--- config.mk ---
export PLATFORM = sky130hd
export DESIGN_NAME = ovl_blend
export DESIGN_NICKNAME = d
export VERILOG_FILES = /design/src/rtl/ovl_blend.sv
export SDC_FILE = /design/constraint.sdc
export NUM_CORES = 2
export LEC_CHECK = 0
export BUFFER_PORTS_ARGS = -buffer_cell sky130_fd_sc_hd__buf_2
export CAP_MARGIN = 20
export CELL_PAD_IN_SITES_DETAIL_PLACEMENT = 0
export CELL_PAD_IN_SITES_GLOBAL_PLACEMENT = 1
export CORE_ASPECT_RATIO = 1.75
export CORE_UTILIZATION = 49
export DETAILED_ROUTE_END_ITERATION = 10
export PLACE_DENSITY = 0.95
export SLEW_MARGIN = 10
export SYNTH_ARGS = -nofsm -noshare
export SYNTH_HDL_FRONTEND = slang
export SYNTH_SLANG_ARGS = --single-unit
--- constraint.sdc ---
create_clock -name clk -period 14.2 [get_ports clk]
set_clock_uncertainty 0.1 [all_clocks]
set_input_delay 1.42 -clock clk [delete_from_list [all_inputs] [get_ports clk]]
set_output_delay 1.42 -clock clk [all_outputs]
set_load 0.005 [all_outputs]
--- src/rtl/ovl_blend.sv ---
module ovl_blend #(
  parameter int CW       = 8,
  parameter int SELW     = 3,
  parameter int CHAN_IDX = 1
) (
  input  logic              clk,
  input  logic              rst_n,
  input  logic              ch_en,
  input  logic [SELW-1:0]   ch_sel,
  input  logic              lay_has_alpha,
  input  logic [CW-1:0]     glb_alpha,
  input  logic [31:0]       win_tl,
  input  logic [31:0]       win_br,
  input  logic              in_valid,
  input  logic [15:0]       in_x,
  input  logic [15:0]       in_y,
  input  logic [3*CW-1:0]   in_bg,
  input  logic              lay_valid,
  input  logic [3*CW-1:0]   lay_rgb,
  input  logic [CW-1:0]     lay_alpha,
  output logic              out_valid,
  output logic [3*CW-1:0]   out_rgb
);
  localparam int PW = 2*CW + 2;
  localparam logic [CW-1:0] AMAX = {CW{1'b1}};
  localparam logic [PW-1:0] AMAX_W = PW'(AMAX);
  localparam logic [PW-1:0] HALF = PW'(AMAX >> 1);
  localparam logic [SELW-1:0] MY_SEL = SELW'(CHAN_IDX + 1);

  logic          in_win, hit;
  logic [PW-1:0] mix_prod;
  logic [CW-1:0] mix_a, sel_a;

  assign in_win = (in_x >= win_tl[31:16]) && (in_x <= win_br[31:16]) &&
                  (in_y >= win_tl[15:0])  && (in_y <= win_br[15:0]);
  assign hit    = ch_en && (ch_sel == MY_SEL) && lay_valid && in_win;

  assign mix_prod = PW'(lay_alpha) * PW'(glb_alpha);
  assign mix_a    = CW'((mix_prod + HALF) / AMAX_W);
  assign sel_a    = !lay_has_alpha      ? glb_alpha :
                    (glb_alpha == AMAX) ? lay_alpha : mix_a;

  logic            s1_valid, s1_hit;
  logic [CW-1:0]   s1_a;
  logic [3*CW-1:0] s1_bg, s1_lay;

  always_ff @(posedge clk) begin
    if (!rst_n) begin
      s1_valid <= 1'b0;
      s1_hit   <= 1'b0;
      s1_a     <= '0;
      s1_bg    <= '0;
      s1_lay   <= '0;
    end else begin
      s1_valid <= in_valid;
      s1_hit   <= in_valid && hit;
      s1_a     <= sel_a;
      s1_bg    <= in_bg;
      s1_lay   <= lay_rgb;
    end
  end

  logic [3*CW-1:0] mixed;

  for (genvar c = 0; c < 3; c++) begin : g_comp
    logic [PW-1:0] acc;
    assign acc = PW'(s1_a) * PW'(s1_lay[c*CW +: CW]) +
                 PW'(AMAX - s1_a) * PW'(s1_bg[c*CW +: CW]) + HALF;
    assign mixed[c*CW +: CW] = CW'(acc / AMAX_W);
  end

  always_ff @(posedge clk) begin
    if (!rst_n) begin
      out_valid <= 1'b0;
      out_rgb   <= '0;
    end else begin
      out_valid <= s1_valid;
      out_rgb   <= s1_hit ? mixed : s1_bg;
    end
  end
endmodule

## Yosys cells after proc, flatten, opt, wreduce, memory -nomap -nowiden

Index checks and enable logic that the tools add are counted.

| word-level totals | value |
|---|---|
| register bits | 83 |
| output and inout port bits | 25 |
| RAM bits | 0 |
| input bits | 169 |
| bits in read-only memories | 0 |
| word-level logic and storage cells | 42 |
| bits in latches | 0 |
| memories kept | 0 |

| operators by class | value |
|---|---|
| divide/modulo/power cells | 4 |
| muxes and demuxes | 3 |
| bitwise gates (word level) | 0 |
| equal/unequal tests | 2 |
| order comparisons | 4 |
| add/subtract/negate cells | 8 |
| reductions and logical operators | 7 |
| multiply operators | 7 |
| shift operators | 0 |

Operators with widths:

| kind | number |
|---|---|
| divider 18 x 8 -> 18 bit (second input constant) | 4 |
| multiplier 8 x 8 -> 16 bit | 4 |
| adder 16 x 18 -> 18 bit | 3 |
| adder 18 x 7 -> 18 bit (second input constant) | 3 |
| multiplier 18 x 8 -> 18 bit | 2 |
| >= comparator 16 bit | 2 |
| <= comparator 16 bit | 2 |
| two-way mux 24 bit | 1 |
| multiplier 9 x 9 -> 18 bit | 1 |
| adder 16 x 7 -> 17 bit (second input constant) | 1 |
| two-way mux 8 bit | 2 |
| subtractor 8 x 8 -> 9 bit (first input constant) | 1 |
| equality test 8 bit (second input constant) | 1 |
| logical AND 1 bit | 7 |
| equality test 3 x 2 -> 1 bit (second input constant) | 1 |

## Logic depth before layout (Yosys ltp)

| logic depth | value |
|---|---|
| word-level depth | 6 |
| gate-level depth with buffers | 54 |

## Least setup slack after synthesis

OpenSTA, ideal clock, no wires.

| timing | value |
|---|---|
| path kind | register -> register |
| start | register s1_a[5] |
| end | register out_rgb[8] |
| arrival time | 12783 ps |
| period minus slack after synthesis | 12940 ps |
| cell stages (with the launch flop) | 49 |
| setup time | 58 ps |
| path slack | 1260 ps |
| cells stage by stage | dfxtp_1 clkbuf_1 clkbuf_1 nand2_1 fa_1 fa_1 inv_1 fa_1 fa_1 fa_1 inv_1 fa_1 inv_1 ha_1 buf_2 a21oi_1 a31oi_1 nor3_1 [... 13 more ...] buf_6 or3_1 a2bb2oi_1 o32a_1 buf_6 nor4_1 mux2i_1 a31oi_2 xnor2_1 ha_1 or4b_1 or3_1 o311ai_2 o2111a_1 a211oi_2 o21bai_1 a311oi_1 o21a_1 |

| between the ends | value |
|---|---|
| cells in the longest elaborated chain, start to end | 6 |
| elaborated cells between the ends (all ways) | 7 |
| those cells by class | add/sub: 3; mul: 2; div: 1; mux: 1 |

Ends and longest elaborated chain:

| what | line | RTL |
|---|---|---|
| from (decl) | 44 | `logic [CW-1:0] s1_a;` |
| from (signal assigned) | 57 | `s1_a <= sel_a;` |
| subtractor 8 x 8 -> 9 bit | 68 | `PW'(AMAX - s1_a) * PW'(s1_bg[c*CW +: CW]) + HALF;` |
| multiplier 18 x 8 -> 18 bit | 68 |  |
| adder 16 x 18 -> 18 bit * | 67 | `assign acc = PW'(s1_a) * PW'(s1_lay[c*CW +: CW]) +` |
| adder 18 x 7 -> 18 bit * | 68 |  |
| divider 18 x 8 -> 18 bit * | 69 | `assign mixed[c*CW +: CW] = CW'(acc / AMAX_W);` |
| two-way mux 24 bit * | 78 | `out_rgb <= s1_hit ? mixed : s1_bg;` |
| to (signal assigned) | 78 |  |
| to (decl) | 22 | `output logic [3*CW-1:0] out_rgb` |

Every way passes the cells marked *; elsewhere a longest branch is shown, timed or not.
A chain may end at the register's enable or synchronous reset.

## Final worst setup path

| timing | value |
|---|---|
| start | register s1_a[3] |
| end | register out_rgb[8] |

The elaborated chain is that of the path after synthesis.

==> flow_summary_export.csv <==
group,metric,value,unit
clock_tree,clk_latency,0.40,ns
synthesis,synthTopCellsByArea,"fa_1 24%, ha_1 12%, inv_1 6.8%",
synthesis,syn_area,29800,µm²
sta,whs,0.344,ns
global_route,grt_overflow,0,
clock_tree,cts.clk_slew.worst_paths,0.08,ns
synthesis,yosysMostFrequentCell,"inv_1",
synthesis,synth-edff-count,0,
global_route,grt_pass1_vias,29075,
synthesis,yosysWarnings,0,
min_path,hold_class,"reg -> reg",
routing,drt_iter0_drc,1493,
die,io_pins,194,
routing,ant_nets,0,
status,status,"complete, no violations",
setup_path,arrival,13.76,ns
clock_tree,cts_root_buf,"clkbuf_16",
sta,timing.final.crit_period,13.53,ns
cells_and_area,final_cell_area,32200,µm²
routing,dr.pass1.iters,5,
synthesis,ys.flop_type,"dfxtp_1",
setup_path,cp_max_fo,17,
sta,drv_slew,0,
synthesis,syn_avg_cell_area,7.95,µm²
sta,slew_headroom,0.391,
cells_and_area,drive_gt1_frac,0.101,
global_route,antenna_found_initial,1,
placed_design,io_buffers,193,
placed_design,dpl.hpwl,71600,µm
routing,wl_per_cell,18.3,µm
die,fp.dieArea,61900,µm²
global_route,met1_usage,0.280,
cells_and_area,final_nets,4717,
setup_path,end_kind,"flop",
global_route,use_met3,0.0254,
synthesis,ys_types,114,
global_route,grt_max_degree,68,
synthesis,synthCells,3755,
clock_tree,htree_levels,3,
routing,drc,0,
placed_design,gp_congestion,0.967,
global_route,use_met2,0.556,
sta,setup-violations-final,0,
global_route,grt_use_total,0.279,
synthesis,ys_seq_area_frac,0.0557,
die,rows,119,
setup_path,crit_type,"reg -> reg",
setup_path,startpoint_type,"flop",
setup_path,crit_path_frequent_cell,"fa_1",
die,die_w,189,µm
sta,period_share,0.953,
clock_tree,numCtsBuffers,9,
setup_path,worst_path_max_delay_cell,"fa_1",
die,die_h,328,µm
clock_tree,postCtsHoldBufs,0,
synthesis,synth-seq-cells,83,
routing,routed_wirelength,85600,µm
synthesis,yosys-top-cells-count,"538 x inv_1, 354 x fa_1, 326 x nand2_1",
die,start_util,0.496,
setup_path,slowest_delay,0.57,ns
sta,tightest_slew,0.903,ns
cells_and_area,syn_to_final_growth,7.85,%
synthesis,synth.top_cell.area_share,0.237,
routing,via_count,27802,
global_route,busiest_layer,"met2",
sta,rsz0062_at_grt,"true",
placed_design,post_dp_cell_area,31700,µm²
synthesis,synth_top_cell_by_area,"fa_1",
synthesis,syn-num-nets,4576,
routing,vias_per_cell,5.93,
setup_path,crit_required,14.44,ns
run,drv_cap,0,
sta,finalHoldViolCount,0,
clock_tree,cts_tree,"done",
clock_tree,clk_path_buf_depth,2,
die,core-area,60200,µm²
sta,max_freq,73.9,MHz
clock_tree,cts_sinks,83,
synthesis,async_flop_share,0,
global_route,grt_pass1_wl,140000,µm
## per-stage QoR
stage | utilization | std cells | worst slack [ns] | setup TNS, ns
after floorplan | - | 3755 | 1.26 | 0
after global placement | 0.527 | 4669 | 0.624 | 0
after detailed placement | 0.527 | 4669 | 0.327 | 0
after CTS | 0.532 | 4685 | 0.282 | 0
after global routing | 0.535 | 4687 | -0.111 | -0.111
final | 0.535 | 4688 | 0.674 | 0
## state kept, by name (all words and copies together), names as in the netlist
register / flops
s1_hit: 1
s1_bg: 24
s1_a: 8
out_rgb: 24
s1_lay: 24
s1_valid: 1
out_valid: 1
## cell usage in the layout (no fill, tap or decap), drive strengths merged, types with 33 or more instances in the layout
cell type and count:
inv 542, a21oi 159, xnor2 88, nor2 186, buf 251, a211oi 43, nor3 72, xor2 45
o21ai 121, and3 48, ha 298, fa 354, nand3 95, nor2b 150, and2 204, a21o 58
nand4 48, nor4 55, dfxtp 83, nand2b 114, a31oi 42, nand2 326, mux2i 33
## routing by layer
metal  wire (µm)  up-vias
met2       47100      891
li1            -    13155
met1       30300    13445
met3        3460      309
met5          11        -
met4        4670        2
## worst max-delay path: cells and delay by family (launching register included)
kind                     cells  cell delay (ns)
AO/OA/AOI/OAI               21             5.07
adder cells (fa/ha/maj)      8             3.77
AND/OR/NAND/NOR              9             2.93
XOR/XNOR                     2             0.62
buffers and inverters        5             0.52
flip-flops                   1             0.43
## repair_timing
action	in CTS	in global routing
setup buffers	0	2
hold endpoints to repair	0	0
endpoints found under the setup margin	0	6
resized for setup	0	33
## path summary, 6_finish.rpt
| kind | start | endpoint | slack [ns] | cells past startpoint |
|---|---|---|---|---|
| worst max-delay path | s1_a[3] | out_rgb[8] | 0.67 | 45 |
| worst min-delay path | s1_valid | out_valid | 0.34 | 1 |
| worst max register to register | s1_a[3] | out_rgb[8] | 0.67 | 45 |
| worst min register to register | s1_valid | out_valid | 0.34 | 1 |
## cell type report
| type | count | area, µm² |
|---|---|---|
| diodes | 1 | 2.50 |
| clock buffers | 9 | 225 |
| clock inverters | 7 | 67.6 |
| fillers | 5761 | 28000 |
| inverters | 539 | 2020 |
| multi-input cells | 3012 | 25800 |
| flip-flops and latches | 83 | 1690 |
| well taps | 786 | 983 |
| repair buffers | 251 | 1400 |
## kinds of logic after synthesis
family                   Yosys count  synth area share
AND/OR/NAND/NOR                 1409             0.253
flip-flops                        83            0.0557
multiplexers                      46            0.0161
XOR/XNOR                         134            0.0400
AO/OA/AOI/OAI                    768             0.187
buffers and inverters            660            0.0846
adder cells (fa/ha/maj)          655             0.363
Power is left out: the tool's default activity adds up to more than one toggle a clock period on the data nets, which glitch-free logic cannot reach.
